<file path="config.mk">
export PLATFORM = sky130hd
export DESIGN_NAME = bridge_window_decoder
export DESIGN_NICKNAME = d
export VERILOG_FILES = /design/src/rtl/bwd_pkg.sv /design/src/rtl/bwd_window_build.sv /design/src/rtl/bwd_range_match.sv /design/src/rtl/bwd_prio_sel.sv /design/src/rtl/bridge_window_decoder.sv
export SDC_FILE = /design/constraint.sdc
export NUM_CORES = 1
export LEC_CHECK = 0
export ABC_AREA = 1
export BUFFER_PORTS_ARGS = -buffer_cell sky130_fd_sc_hd__buf_2
export CAP_MARGIN = 10
export CORE_MARGIN = 2
export CORE_UTILIZATION = 40
export DETAILED_ROUTE_END_ITERATION = 8
export GPL_TIMING_DRIVEN = 0
export PLACE_DENSITY = 0.7
export SLEW_MARGIN = 5
export SYNTH_ARGS = -nofsm -noshare
export SYNTH_HDL_FRONTEND = slang
export SYNTH_SLANG_ARGS = --single-unit
</file>
<file path="constraint.sdc">
create_clock -name clk -period 2.81 [get_ports clk]
set_clock_uncertainty 0.05 [all_clocks]
set_input_delay 0.562 -clock clk [delete_from_list [all_inputs] [get_ports clk]]
set_output_delay 0.562 -clock clk [all_outputs]
set_load 0.05 [all_outputs]
</file>
<file path="src/rtl/bwd_pkg.sv">
// Package for the bridge forwarding window decoder.
// Holds the address widths, the window codes, the legacy display ranges and
// the window descriptor type. It also holds the slot-to-code mapping used by
// the priority selector.
package bwd_pkg;
    parameter int ADDR_W     = 64;
    parameter int IO_W       = 32;
    parameter int MEM32_W    = 32;
    parameter int TYPE_W     = 4;
    parameter int IO_GRAN_W  = 12;
    parameter int MEM_GRAN_W = 20;
    parameter int CODE_W     = 3;
    parameter int NWIN       = 6;

    localparam int IO_FLD_W  = 8 - TYPE_W;
    localparam int IO_UP_W   = IO_W - IO_FLD_W - IO_GRAN_W;
    localparam int MEM_FLD_W = 16 - TYPE_W;
    localparam int PF_UP_W   = ADDR_W - MEM32_W;

    localparam logic [TYPE_W-1:0] TYPE_WIDE = TYPE_W'(1);

    typedef enum logic [CODE_W-1:0] {
        WIN_NONE    = 3'd0,
        WIN_IO      = 3'd1,
        WIN_MEM     = 3'd2,
        WIN_PREF    = 3'd3,
        WIN_VGA_IO  = 3'd4,
        WIN_VGA_MEM = 3'd5
    } win_e;

    typedef struct packed {
        logic              en;
        logic [ADDR_W-1:0] lo;
        logic [ADDR_W-1:0] hi;
    } window_t;

    localparam logic [ADDR_W-1:0] VGA_IO_LO_LO = 64'h3B0;
    localparam logic [ADDR_W-1:0] VGA_IO_LO_HI = 64'h3BB;
    localparam logic [ADDR_W-1:0] VGA_IO_HI_LO = 64'h3C0;
    localparam logic [ADDR_W-1:0] VGA_IO_HI_HI = 64'h3DF;
    localparam logic [ADDR_W-1:0] VGA_MEM_LO   = 64'hA0000;
    localparam logic [ADDR_W-1:0] VGA_MEM_HI   = 64'hBFFFF;

    // Slot order is the priority order: a lower slot index wins.
    localparam int SLOT_PREF    = 0;
    localparam int SLOT_MEM     = 1;
    localparam int SLOT_VGA_MEM = 2;
    localparam int SLOT_IO      = 3;
    localparam int SLOT_VGA_IO0 = 4;
    localparam int SLOT_VGA_IO1 = 5;

    // Returns the code reported for a slot.
    function automatic win_e slot_code(input int slot);
        case (slot)
            SLOT_PREF:    return WIN_PREF;
            SLOT_MEM:     return WIN_MEM;
            SLOT_VGA_MEM: return WIN_VGA_MEM;
            SLOT_IO:      return WIN_IO;
            default:      return WIN_VGA_IO;
        endcase
    endfunction

    // Returns 1 when the slot decodes I/O space.
    function automatic logic slot_is_io(input int slot);
        return (slot >= SLOT_IO);
    endfunction
endpackage

</file>
<file path="src/rtl/bwd_window_build.sv">
// Rebuilds the three programmable windows from the packed header fields.
// Assumes the low nibble of each packed base or limit field is a type code.
// The value 1 selects the wide form (32-bit I/O or 64-bit prefetchable);
// any other value selects the narrow form.
// The enable of each window is the matching command enable.
// A window whose limit is below its base is marked disabled here.
module bwd_window_build
    import bwd_pkg::*;
(
    input  logic                cmd_io_en,
    input  logic                cmd_mem_en,
    input  logic [7:0]          io_base_b,
    input  logic [7:0]          io_limit_b,
    input  logic [IO_UP_W-1:0]  io_base_hi,
    input  logic [IO_UP_W-1:0]  io_limit_hi,
    input  logic [15:0]         mem_base_w,
    input  logic [15:0]         mem_limit_w,
    input  logic [15:0]         pf_base_w,
    input  logic [15:0]         pf_limit_w,
    input  logic [PF_UP_W-1:0]  pf_base_hi,
    input  logic [PF_UP_W-1:0]  pf_limit_hi,
    output window_t             io_win,
    output window_t             mem_win,
    output window_t             pf_win
);
    logic [IO_W-1:0]    io_lo32, io_hi32;
    logic [MEM32_W-1:0] mem_lo32, mem_hi32;
    logic [ADDR_W-1:0]  pf_lo64, pf_hi64;

    // I/O bounds: 4 KB granularity, optional upper 16 bits.
    always_comb begin
        io_lo32 = {(io_base_b[TYPE_W-1:0] == TYPE_WIDE) ? io_base_hi : {IO_UP_W{1'b0}},
                   io_base_b[7:TYPE_W], {IO_GRAN_W{1'b0}}};
        io_hi32 = {(io_limit_b[TYPE_W-1:0] == TYPE_WIDE) ? io_limit_hi : {IO_UP_W{1'b0}},
                   io_limit_b[7:TYPE_W], {IO_GRAN_W{1'b1}}};
    end

    // Non-prefetchable memory bounds: 1 MB granularity, below 4 GB.
    always_comb begin
        mem_lo32 = {mem_base_w[15:TYPE_W], {MEM_GRAN_W{1'b0}}};
        mem_hi32 = {mem_limit_w[15:TYPE_W], {MEM_GRAN_W{1'b1}}};
    end

    // Prefetchable bounds: 1 MB granularity, optional upper 32 bits.
    always_comb begin
        pf_lo64 = {(pf_base_w[TYPE_W-1:0] == TYPE_WIDE) ? pf_base_hi : {PF_UP_W{1'b0}},
                   pf_base_w[15:TYPE_W], {MEM_GRAN_W{1'b0}}};
        pf_hi64 = {(pf_limit_w[TYPE_W-1:0] == TYPE_WIDE) ? pf_limit_hi : {PF_UP_W{1'b0}},
                   pf_limit_w[15:TYPE_W], {MEM_GRAN_W{1'b1}}};
    end

    // Packs each window with its enable and its ordering check.
    always_comb begin
        io_win.lo  = ADDR_W'(io_lo32);
        io_win.hi  = ADDR_W'(io_hi32);
        io_win.en  = cmd_io_en && (io_hi32 >= io_lo32);
        mem_win.lo = ADDR_W'(mem_lo32);
        mem_win.hi = ADDR_W'(mem_hi32);
        mem_win.en = cmd_mem_en && (mem_hi32 >= mem_lo32);
        pf_win.lo  = pf_lo64;
        pf_win.hi  = pf_hi64;
        pf_win.en  = cmd_mem_en && (pf_hi64 >= pf_lo64);
    end
endmodule

</file>
<file path="src/rtl/bwd_range_match.sv">
// Inclusive range comparator for one window.
// Assumes lo and hi have already been rebuilt.
// It reports a hit only when the window is enabled and lo <= addr <= hi.
module bwd_range_match #(
    parameter int W = 64
) (
    input  logic         en,
    input  logic [W-1:0] lo,
    input  logic [W-1:0] hi,
    input  logic [W-1:0] addr,
    output logic         hit
);
    // Inclusive bound compare, gated by the enable.
    always_comb hit = en && (addr >= lo) && (addr <= hi);
endmodule

</file>
<file path="src/rtl/bwd_prio_sel.sv">
// Priority selector over the window slots. The lowest set slot index wins,
// and its code comes from the package mapping. With no slot set, it gives
// the "none" code.
module bwd_prio_sel
    import bwd_pkg::*;
#(
    parameter int N = NWIN
) (
    input  logic [N-1:0] hits,
    output logic         any,
    output win_e         code
);
    // Walks from the weakest slot to the strongest, so the strongest is written last.
    always_comb begin
        code = WIN_NONE;
        for (int i = N - 1; i >= 0; i--) begin
            if (hits[i]) code = slot_code(i);
        end
        any = |hits;
    end
endmodule

</file>
<file path="src/rtl/bridge_window_decoder.sv">
// Top of the bridge forwarding window decoder.
// Assumes the header values are stable while a request is decoded.
// A request is answered on the same clock edge that samples it.
// I/O requests compare only the low IO_W address bits. Memory requests
// compare the full address, so the 32-bit windows miss above 4 GB.
module bridge_window_decoder
    import bwd_pkg::*;
(
    input  logic                clk,
    input  logic                rst_n,
    input  logic                req_valid,
    input  logic                req_is_io,
    input  logic [ADDR_W-1:0]   req_addr,
    input  logic                cmd_io_en,
    input  logic                cmd_mem_en,
    input  logic                vga_en,
    input  logic [7:0]          io_base_b,
    input  logic [7:0]          io_limit_b,
    input  logic [IO_UP_W-1:0]  io_base_hi,
    input  logic [IO_UP_W-1:0]  io_limit_hi,
    input  logic [15:0]         mem_base_w,
    input  logic [15:0]         mem_limit_w,
    input  logic [15:0]         pf_base_w,
    input  logic [15:0]         pf_limit_w,
    input  logic [PF_UP_W-1:0]  pf_base_hi,
    input  logic [PF_UP_W-1:0]  pf_limit_hi,
    output logic                rsp_valid,
    output logic                rsp_hit,
    output logic [CODE_W-1:0]   rsp_win
);
    window_t            io_win, mem_win, pf_win;
    window_t            slots [NWIN];
    logic [NWIN-1:0]    slot_hit;
    logic [ADDR_W-1:0]  io_addr;
    logic               sel_any;
    win_e               sel_code;

    bwd_window_build u_build (
        .cmd_io_en   (cmd_io_en),
        .cmd_mem_en  (cmd_mem_en),
        .io_base_b   (io_base_b),
        .io_limit_b  (io_limit_b),
        .io_base_hi  (io_base_hi),
        .io_limit_hi (io_limit_hi),
        .mem_base_w  (mem_base_w),
        .mem_limit_w (mem_limit_w),
        .pf_base_w   (pf_base_w),
        .pf_limit_w  (pf_limit_w),
        .pf_base_hi  (pf_base_hi),
        .pf_limit_hi (pf_limit_hi),
        .io_win      (io_win),
        .mem_win     (mem_win),
        .pf_win      (pf_win)
    );

    // Places programmable and fixed windows into their priority slots.
    always_comb begin
        slots[SLOT_PREF]    = pf_win;
        slots[SLOT_MEM]     = mem_win;
        slots[SLOT_VGA_MEM] = '{en: vga_en, lo: VGA_MEM_LO,   hi: VGA_MEM_HI};
        slots[SLOT_IO]      = io_win;
        slots[SLOT_VGA_IO0] = '{en: vga_en, lo: VGA_IO_LO_LO, hi: VGA_IO_LO_HI};
        slots[SLOT_VGA_IO1] = '{en: vga_en, lo: VGA_IO_HI_LO, hi: VGA_IO_HI_HI};
    end

    // I/O requests see only the low address bits.
    always_comb io_addr = ADDR_W'(req_addr[IO_W-1:0]);

    for (genvar gi = 0; gi < NWIN; gi++) begin : g_slot
        localparam logic IS_IO = slot_is_io(gi);
        bwd_range_match #(.W(ADDR_W)) u_match (
            .en   (slots[gi].en && (req_is_io == IS_IO)),
            .lo   (slots[gi].lo),
            .hi   (slots[gi].hi),
            .addr (IS_IO ? io_addr : req_addr),
            .hit  (slot_hit[gi])
        );
    end

    bwd_prio_sel #(.N(NWIN)) u_sel (
        .hits (slot_hit),
        .any  (sel_any),
        .code (sel_code)
    );

    // Registers the decision one cycle after the request.
    always_ff @(posedge clk) begin
        if (!rst_n) begin
            rsp_valid <= 1'b0;
            rsp_hit   <= 1'b0;
            rsp_win   <= WIN_NONE;
        end else begin
            rsp_valid <= req_valid;
            rsp_hit   <= req_valid && sel_any;
            rsp_win   <= req_valid ? sel_code : WIN_NONE;
        end
    end
endmodule

</file>
==> results.sh, run 1 <==
export IMPL_hpwlAfterDp_um=18600
export IMPL_floorplan_initialDensity_pct=40.7
export IMPL_io_pins=252
export IMPL_timing_worst_slew_pin_value_ps=418
export IMPL_worstHoldPathType="in -> reg"
export IMPL_filler_cell_count=1695
export IMPL_synth_seq_area_share_pct=1.49
export IMPL_synthDominantCellAreaShare_pct=41.9
export IMPL_synth_compound_area_share_pct=10.7
export IMPL_finalHoldViolCount=0
export IMPL_achievable_frequency_ghz=0.372
export IMPL_result_of_the_run="finished clean"
export IMPL_post_synth_inst_count=1120
export IMPL_die_width_um=134
export IMPL_maxCapViolCount=0
export IMPL_area_sequential_um2=100
export IMPL_synth_avg_cell_area_um2=6.00
export IMPL_synth_top_cell_by_area="ha_1"
export IMPL_layout_cells_most_common_list="nand2_1 (352), buf_2 (243), ha_1 (213)"
export IMPL_nNetsFinal=1851
export IMPL_first_iter_violations=333
export IMPL_floorplan_core_area_um2=16500
export IMPL_finalWorstPathRequiredPeriod_ps=2690
export IMPL_final_setup_fails=0
export IMPL_critical_path_top_delay_family="simple AND/OR/NAND/NOR gates"
export IMPL_clkTransAtPathRegs_ps=30
export IMPL_via_count_of_the_first_global_routing_pass=7332
export IMPL_antenna_violations_before_repair=0
export IMPL_critical_path_class="in -> reg"
export IMPL_power_per_cell_area_nw_per_um2=145
export IMPL_yosysWarnings=0
export IMPL_max_slew_margin_rel_pct=71.9
export IMPL_routed_wl_um=20900
export IMPL_critPathBufInv=4
export IMPL_root_buffer="clkbuf_16"
export IMPL_worstPathRequired_ps=2880
export IMPL_grt_start_max_net_pins=11
export IMPL_cts_sinks=5
export IMPL_routedWlPerCell_um=13.1
export IMPL_slowest_stage="ha_1"
export IMPL_io_buffer_count=243
export IMPL_synth_lib_cells_used_distinct=32
export IMPL_global_route_usage_met3_pct=1.33
export IMPL_ctsLongestPathBuffers=2
export IMPL_synth_simple_gate_area_share_pct=35.1
export IMPL_antenna_left=0
export IMPL_synth_seq_cells=5
export IMPL_crit_path_max_fanout=6
export IMPL_arrival_ps=2760
export IMPL_drt_pass1_iter_count=5
export IMPL_report_final_slew_viol_count=0
export IMPL_cp_start_kind="primary input"
export IMPL_worstSetupEndpointType="register"
export IMPL_chipHeight_um=134
export IMPL_power_ir_vdd_worst_mv=0.350
export IMPL_vias=7802
export IMPL_fin_setup_tns_ps=0
export IMPL_multi_input_area_um2=6220
export IMPL_post_synth_main_area_contributors="ha_1 (42%), nand2_1 (20%), inv_1 (9.8%)"
export IMPL_post_synth_xor_area_fraction_pct=0
export IMPL_grt_pass1_wl_um=32700
export IMPL_grt_overflow=0
export IMPL_fraction_of_layout_cells_with_a_size_suffix_above_1_pct=24.7
export IMPL_power_static_leakage_nw=5.28
export IMPL_insertedDiodeCount=0
export IMPL_critPathMaxStageDelay_ps=300
export IMPL_synth_area_mux_share_pct=0
export IMPL_cts_htree_levels=1
export IMPL_flow_area_growth_from_synthesis_pct=30.9
export IMPL_tritoncts_num_buffers=3
export IMPL_design_die_area_um2=17900
export IMPL_globalRoute_busiestLayer="met2"
export IMPL_layout_cells_most_common="nand2_1"
export IMPL_std_cell_rows=47
export IMPL_syn_num_nets=1592
export IMPL_track_usage_pct=22.2
export IMPL_met1_usage_grt_pct=29.1
export IMPL_globalRouteMet2Util_pct=40.6
export IMPL_yosys_area_share_adder_pct=41.9
export IMPL_cts_tree="yes"
export IMPL_combinational_family_with_the_most_area_after_synthesis="adder cells"
export IMPL_min_period_over_period_pct=95.7
export IMPL_synth_area_um2=6720
export IMPL_timing_critical_path_cells="buf_2 > nor4_4 > buf_6 > buf_8 > buf_4 > nand2_1 > ha_1 > nand2_2 > nor2_1 > nor2_1 > nand2_1 > a21oi_2 > nand3_1 > nand2_2 > nand4_4 > nand2_2 > nor2_1"
export IMPL_hold_fix_buffers_cts=0
export IMPL_fin_cells=1598
export IMPL_drt_vias_per_instance=4.88
export IMPL_gp_routability_congestion=0.921
export IMPL_place_detailed_instances=1583
export IMPL_drcViolationCount=0
area by class of cell:
type / count / share of cell area, %
Timing Repair Buffer: 254 / 15.2
Clock buffer: 4 / 0.896
Multi-Input combinational cell: 925 / 70.7
Inverter: 182 / 7.77
Sequential cell: 5 / 1.14
Buffer: 8 / 1.20
Tap cell: 220 / 3.13
sequential cells by signal, indices dropped and copies added, names as in the netlist:
register	count
rsp_hit	1
rsp_valid	1
rsp_win	3
power by group:
part / internal (mW) / switching (mW) / leakage, nW
Sequential: 0.0728 / 0.000253 / 0.0406
Clock: 0.188 / 0.0429 / 0.0382
Combinational: 0.424 / 0.546 / 5.20
Total: 0.685 / 0.589 / 5.28
cells by family after synthesis:
kind of cell,count (synthesis)
and+or+nand+nor,565
buffers and inverters,190
DFF,5
AOI/OAI and AO/OA,135
adders and majority gates,225
repair_timing:
item / 4_1_cts / 5_1_grt
cloned: 0 / 1
endpoints found under the setup margin: 4 / 4
pin swaps: 3 / 25
gates resized for setup: 9 / 75
buffers inserted: 3 / 7
path summary, 6_finish.rpt:
path / start / end / slack [ps] / cells past startpoint
worst min-delay path: req_valid / rsp_win[0] / 560 / 3
worst max-delay path: pf_limit_w[1] / rsp_win[2] / 120 / 17
stage by stage:
step | power [mW] | hold WS [ps] | utilization (%) | worst slack, ps | cell area (µm²)
3_5_place_dp | 0.976 | 791 | 49.7 | -528 | 8210
3_3_place_gp | 0.953 | 796 | 49.7 | -521 | 8210
5_1_grt | 1.43 | 579 | 53.2 | -59.1 | 8790
2_1_floorplan | 0.604 | 651 | - | 153 | 6720
4_1_cts | 1.22 | 559 | 50.6 | 8.19 | 8360
6_report | 1.27 | 561 | 53.2 | 121 | 8790
layer usage:
| layer | share of wire (%) | vias to the layer above | routed length (µm) |
|---|---|---|---|
| li1 | - | 4179 | - |
| met1 | 47 | 3393 | 9810 |
| met2 | 47 | 204 | 9820 |
| met3 | 4.7 | 26 | 981 |
| met4 | 1.5 | 0 | 323 |
| met5 | 0 | - | 0 |
synthesized netlist by cell type:
library cell,count
dfxtp_1,5
nand3_1,30
nor4_2,4
o21ai_0,14
nor2_1,116
a21boi_1,1
nor4_4,1
o21bai_1,2
nand4_2,1
inv_2,7
nand4_1,21
a21oi_1,93
nand3_2,3
or2_0,1
nand2_2,2
o21a_1,6
nand3b_1,1
nor4_1,2
ha_1,225
a31oi_1,1
nand2_1,366
nor3_4,1
o21ai_1,9
nor3_1,4
nor4b_1,1
inv_1,175
and2_1,2
nor3b_1,2
nor2_2,7
a211oi_1,1
buf_2,8
a21o_1,8
Note: power is estimated with default switching activity, not from simulation.
==> run 2, diff against run 1 <==
PLACE_DENSITY = 0.59   (was 0.7)
SYNTH_HIERARCHICAL = 1   (was unset)
==> run 2 against run 1 <==
  * The run now ends with setup timing left
  * Clock power about the same
  * Routed wire length rose to 2.8 times the previous value
  * First-iteration DRC count up 71%
  * Highest routed layer is now met5
  * Core utilization down 2.7 points
  * Cell area rose to 3.7 times the previous value
  * Critical path type unchanged
==> results.sh, run 2 <==
export IMPL_critical_path_top_delay_family="simple AND/OR/NAND/NOR gates"
export IMPL_synth_seq_area_share_pct=0.383
export IMPL_drcViolationCount=0
export IMPL_largest_register_ffs=3
export IMPL_total_switching_power_mw=2.16
export IMPL_arrival_ps=3230
export IMPL_place_ws_ps=-1240
export IMPL_post_synth_inst_count=4271
export IMPL_register_with_the_highest_flop_count="rsp_win"
export IMPL_yosys_cell_count_top_type="inv_1"
export IMPL_timing_critical_path_cells="buf_6 > nor4_4 > buf_6 > buf_8 > nand2_1 > ha_1 > a21oi_1 > o21ai_0 > nand2_1 > nand2_1 > nor2_4 > nand3_2 > nand2_1 > inv_1 > inv_2 > nor2_4 > nand2_4 > nor2_4 > or2_4 > nand3b_4 > inv_4 > nor2_2"
export IMPL_io_pins=252
export IMPL_final_setup_fails=4
export IMPL_synth_area_um2=26200
export IMPL_cell_with_the_most_instances_on_the_worst_path="nand2_1"
export IMPL_synth_lib_cells_used_distinct=37
export IMPL_worstHoldPathType="in -> reg"
export IMPL_fin_total_pwr_mw=4.04
export IMPL_critPathCapture="rsp_hit"
export IMPL_grt_start_max_net_pins=13
export IMPL_finish_utilization_pct=50.5
export IMPL_hold_fix_buffers_cts=0
export IMPL_vias=24545
export IMPL_synth_edff_count=0
export IMPL_fin_setup_tns_ps=-1160
export IMPL_maxCapViolCount=0
export IMPL_chipHeight_um=260
export IMPL_ctsLongestPathBuffers=2
export IMPL_p_comb_share_pct=92.4
export IMPL_synth_avg_cell_area_um2=6.12
export IMPL_worst_path_stages=22
export IMPL_track_usage_pct=17.9
export IMPL_min_period_over_period_pct=113
export IMPL_tritoncts_num_buffers=3
export IMPL_drt_pass1_iter_count=5
export IMPL_yosysWarnings=6
export IMPL_synth_seq_cells=5
export IMPL_synthDominantCellAreaShare_pct=40.2
export IMPL_cts_tree="yes"
export IMPL_routed_wl_um=59400
export IMPL_drt_vias_per_instance=3.96
export IMPL_gp_routability_congestion=0.837
export IMPL_power_per_cell_area_nw_per_um2=124
export IMPL_final_ws_setup_ps=-352
export IMPL_via_count_of_the_first_global_routing_pass=22202
export IMPL_design_die_area_um2=67500
export IMPL_floorplan_initialDensity_pct=40.5
export IMPL_die_width_um=260
export IMPL_layout_cells_most_common_list="inv_1 (1127), nand2_1 (938), ha_1 (819)"
export IMPL_share_of_async_settable_or_async_resettable_flops_after_synthesis_pct=0
export IMPL_floorplan_core_area_um2=64600
export IMPL_antenna_violations_before_repair=5
export IMPL_seq_power_share_pct=1.9
export IMPL_finalHoldViolCount=0
export IMPL_worst_hold_slack_ps=528
export IMPL_layout_cells_most_common="inv_1"
export IMPL_worstSetupEndpointType="register"
export IMPL_power_static_leakage_nw=20.1
export IMPL_cts_htree_levels=1
export IMPL_fraction_of_layout_cells_with_a_size_suffix_above_1_pct=15.7
export IMPL_power_ir_vdd_worst_mv=0.418
export IMPL_io_buffer_count=243
export IMPL_crit_path_start="pf_base_w[3]"
export IMPL_power_share_switching_pct=53.4
export IMPL_critical_path_class="in -> reg"
export IMPL_routedWlPerCell_um=9.58
export IMPL_grt_pass1_wl_um=100000
export IMPL_top_cells_by_instance_count_after_synthesis="inv_1 (1136), nand2_1 (973), ha_1 (841), a21oi_1 (351), buf_4 (289)"
export IMPL_power_report_internal_total_mw=1.89
export IMPL_critPathBufInv=6
export IMPL_root_buffer="clkbuf_16"
export IMPL_power_frac_clock_pct=5.8
export IMPL_finalWorstPathRequiredPeriod_ps=3160
export IMPL_result_of_the_run="complete, but fails checks"
export IMPL_rsz0062_at_grt="yes"
export IMPL_std_cell_rows=93
export IMPL_slowest_stage="ha_1"
export IMPL_post_synth_main_area_contributors="ha_1 (40%), inv_1 (16%), nand2_1 (14%)"
export IMPL_grt_overflow=0
export IMPL_worstPathRequired_ps=2880
export IMPL_cts_sinks=5
export IMPL_hpwlAfterDp_um=51700
export IMPL_reg_largest_list="rsp_win x3, rsp_hit x1, rsp_valid x1"
export IMPL_flow_area_growth_from_synthesis_pct=24.8
export IMPL_synth_top_cell_by_area="ha_1"
export IMPL_cp_start_kind="primary input"
export IMPL_failing_checks="setup timing"
export IMPL_critPathMaxStageDelay_ps=310
export IMPL_achievable_frequency_ghz=0.316
export IMPL_antenna_left=0
export IMPL_nNetsFinal=6426
export IMPL_first_iter_violations=571
export IMPL_clkTransAtPathRegs_ps=30
export IMPL_report_final_slew_viol_count=0
export IMPL_ys_dominant_reg_cell="dfxtp_1"
export IMPL_crit_path_max_fanout=6
-- run 2: changes by cell type after synthesis, moves of 36 or more --
cell / before / now
buf_4: 0 / 289
inv_1: 175 / 1136
nand2_1: 366 / 973
a21oi_1: 93 / 351
o21ai_0: 14 / 68
ha_1: 225 / 841
nor2_1: 116 / 272
a21o_1: 8 / 44
-- run 2: worst min path at each step --
stage,slack [ps],depth (start not counted),from,to
floorplan,640,2,rst_n,rsp_valid
global placement,750,3,rst_n,rsp_valid
detailed placement,750,3,rst_n,rsp_valid
CTS,520,3,rst_n,rsp_valid
global route,550,3,req_valid,rsp_valid
finish,530,3,rst_n,rsp_valid
-- run 2: cells by family after synthesis --
logic type	count (synthesis)	synth area share, %
other	4	0.0574
flip-flops	5	0.383
AO/OA/AOI/OAI	503	10.4
adder cells (fa/ha/maj)	841	40.2
AND/OR/NAND/NOR	1457	23.7
buffers and inverters	1461	25.2
-- run 2: routing by layer --
layer	up-vias	global-route usage [%]	wire [µm]
li1	14295	-	-
met1	10019	23.2	28900
met2	196	33.9	28600
met3	29	0.673	1260
met4	6	1.50	542
met5	-	0	40
-- run 2: power groups by stage --
stage,registers (mW),logic (mW),clock network [mW]
final,0.0750,3.74,0.233
after global routing,0.0753,4.46,0.245
after CTS,0.0750,3.55,0.238
after detailed placement,0.0760,3.48,0
after global placement,0.0758,3.45,0
after floorplan,0.0862,2.66,0
-- run 2: per-stage QoR --
step	std cells	area, µm²
final	6194	32600
after global routing	6193	32600
after CTS	6189	32000
after detailed placement	6173	31500
after global placement	6173	31500
after floorplan	5075	29200
-- run 2: final cells by class --
class                      instances  area (µm²)
antenna                            2        5.00
inverter                        1165        4380
fill                            6928       31900
buffer                           296        2280
tap                              855        1070
timing repair buffer             258        1440
sequential                         5         100
clock buffer                       4        78.8
multi-input combinational       3609       23300
-- run 2: repair_timing --
action	in CTS	in global routing
cloned	3	2
buffers inserted	9	2
gates resized for setup	74	142
pin swaps	32	58
setup endpoints to repair	4	4
==> run 3, diff against run 2 <==
CORE_ASPECT_RATIO = 0.7   (was unset)
SETUP_SLACK_MARGIN = 0.15   (was unset)
==> run 3 against run 2 <==
  * Combinational power barely moved
  * Global-route usage rose by 0.34 points
  * Cell area is 0.52% lower
  * Non-clock buffer count is 6 higher
  * Maximum frequency is 2.5% lower
  * Flip-flop and latch count did not move
  * Critical path depth did not move
  * The flow still finishes with violations (setup timing)
  * Total power barely moved
  * Largest power group unchanged
  * Clock-buffer cell count is the same
  * Cell count increased by 0.52%
  * Worst hold slack better by 13 ps
  * Routed wire length up 2.8%
==> results.sh, run 3 (synthesized netlist as in run 2, its figures left out) <==
export IMPL_result_of_the_run="complete, but fails checks"
export IMPL_failing_checks="setup timing"
export IMPL_cts_sinks=5
export IMPL_power_report_internal_total_mw=1.87
export IMPL_crit_path_start="pf_base_w[2]"
export IMPL_register_with_the_highest_flop_count="rsp_win"
export IMPL_clkTransAtPathRegs_ps=30
export IMPL_finalHoldViolCount=0
export IMPL_worstHoldPathType="in -> reg"
export IMPL_min_period_over_period_pct=115
export IMPL_crit_path_max_fanout=6
export IMPL_fin_setup_tns_ps=-1530
export IMPL_vias=24261
export IMPL_nNetsFinal=6432
export IMPL_via_count_of_the_first_global_routing_pass=21446
export IMPL_cts_htree_levels=1
export IMPL_fin_total_pwr_mw=4.05
export IMPL_floorplan_initialDensity_pct=40.4
export IMPL_track_usage_pct=18.3
export IMPL_die_width_um=310
export IMPL_place_ws_ps=-1440
export IMPL_io_buffer_count=243
export IMPL_fraction_of_layout_cells_with_a_size_suffix_above_1_pct=15.1
export IMPL_chipHeight_um=218
export IMPL_finish_instance_area_um2=32500
export IMPL_cp_start_kind="primary input"
export IMPL_fin_cells=6226
export IMPL_finalWorstPathRequiredPeriod_ps=3240
export IMPL_drcViolationCount=0
export IMPL_antenna_left=0
export IMPL_report_final_slew_viol_count=0
export IMPL_p_comb_share_pct=92.4
export IMPL_ctsLongestPathBuffers=2
export IMPL_grt_start_max_net_pins=13
export IMPL_grt_pass1_wl_um=101000
export IMPL_routed_wl_um=61000
export IMPL_root_buffer="clkbuf_16"
export IMPL_maxCapViolCount=0
export IMPL_achievable_frequency_ghz=0.308
export IMPL_tritoncts_num_buffers=3
export IMPL_finish_utilization_pct=50.2
export IMPL_dpl_cell_area_um2=31500
export IMPL_power_frac_clock_pct=5.7
export IMPL_reg_largest_list="rsp_win x3, rsp_hit x1, rsp_valid x1"
export IMPL_arrival_ps=3310
export IMPL_worstPathRequired_ps=2870
export IMPL_design_die_area_um2=67500
export IMPL_power_per_cell_area_nw_per_um2=125
export IMPL_floorplan_core_area_um2=64700
export IMPL_place_detailed_instances=6198
export IMPL_worst_hold_slack_ps=541
export IMPL_final_ws_setup_ps=-433
export IMPL_routedWlPerCell_um=9.81
export IMPL_gp_routability_congestion=0.859
export IMPL_timing_worst_slew_pin_value_ps=552
export IMPL_total_switching_power_mw=2.17
export IMPL_power_ir_vdd_worst_mv=0.322
export IMPL_critical_path_class="in -> reg"
export IMPL_hpwlAfterDp_um=53400
export IMPL_holdCritStartpoint="rst_n"
export IMPL_power_share_switching_pct=53.7
export IMPL_antenna_violations_before_repair=10
export IMPL_seq_power_share_pct=1.9
export IMPL_io_pins=252
export IMPL_power_static_leakage_nw=20.1
export IMPL_worstSetupEndpointType="register"
export IMPL_drt_pass1_iter_count=5
export IMPL_flow_area_growth_from_synthesis_pct=24.1
export IMPL_first_iter_violations=787
export IMPL_layout_cells_most_common="inv_1"
export IMPL_filler_cell_count=6984
export IMPL_largest_register_ffs=3
export IMPL_hold_fix_buffers_cts=0
export IMPL_max_slew_margin_rel_pct=63.2
export IMPL_std_cell_rows=78
export IMPL_cts_tree="yes"
export IMPL_final_setup_fails=4
export IMPL_drt_vias_per_instance=3.90
export IMPL_rsz0062_at_grt="yes"
export IMPL_layout_cells_most_common_list="inv_1 (1120), nand2_1 (949), ha_1 (826)"
export IMPL_grt_overflow=0
[run 3: cell types whose count changed in the layout (fill, tap and decap cells not counted), sizes merged]
cell    delta
buf        +4
clkbuf     +2
diode      +1
[run 3: routing by layer]
layer  track usage (%)  part of all wire [%]  up-vias
li1                  -                     -    14316
met1              26.9                    55     9656
met2              30.3                    41      257
met3             0.962                   3.5       24
met4              1.34                  0.77        8
met5                 0                 0.098        -
[run 3: power groups by stage]
stage | clock network [mW] | registers [mW] | logic [mW]
2_1_floorplan | 0 | 0.0862 | 2.66
3_3_place_gp | 0 | 0.0760 | 3.47
3_5_place_dp | 0 | 0.0759 | 3.50
4_1_cts | 0.234 | 0.0749 | 3.61
5_1_grt | 0.240 | 0.0751 | 4.44
6_report | 0.232 | 0.0749 | 3.74
[run 3: worst max-delay path, stage by stage]
cell and delay (ps):
buf_6 90, nor4_4 270, buf_6 220, buf_16 140, nand2_1 80, ha_1 300
nand4_1 230, a21oi_1 70, nor2_1 190, nand2_1 80, nand2_1 70, nand3_2 100
nand2_2 90, inv_2 30, inv_2 40, nor2_2 30, nand2_2 110, nor2_4 50
or2_4 270, nand3b_4 160, inv_4 70, nor2_2 30
[run 3: final timing paths]
check,to,slack (ps),cells past startpoint
min,rsp_valid,540,3
max,rsp_hit,-430,22
[run 3: what timing repair did]
item | 4_1_cts | 5_1_grt
setup buffers | 15 | 1
endpoints found under the setup margin | 4 | 4
pin swaps | 38 | 20
gates resized for setup | 143 | 20
gates cloned | 5 | 0
[run 3: layout make-up]
cell class / instances / area, µm² / share of cell area (%)
Buffer: 296 / 2290 / 7.07
Antenna cell: 3 / 7.51 / 0.0231
Multi-Input combinational cell: 3609 / 23000 / 70.9
Inverter: 1165 / 4380 / 13.5
Timing Repair Buffer: 264 / 1490 / 4.59
Tap cell: 880 / 1100 / 3.39
Sequential cell: 5 / 100 / 0.308
Clock buffer: 4 / 78.8 / 0.243
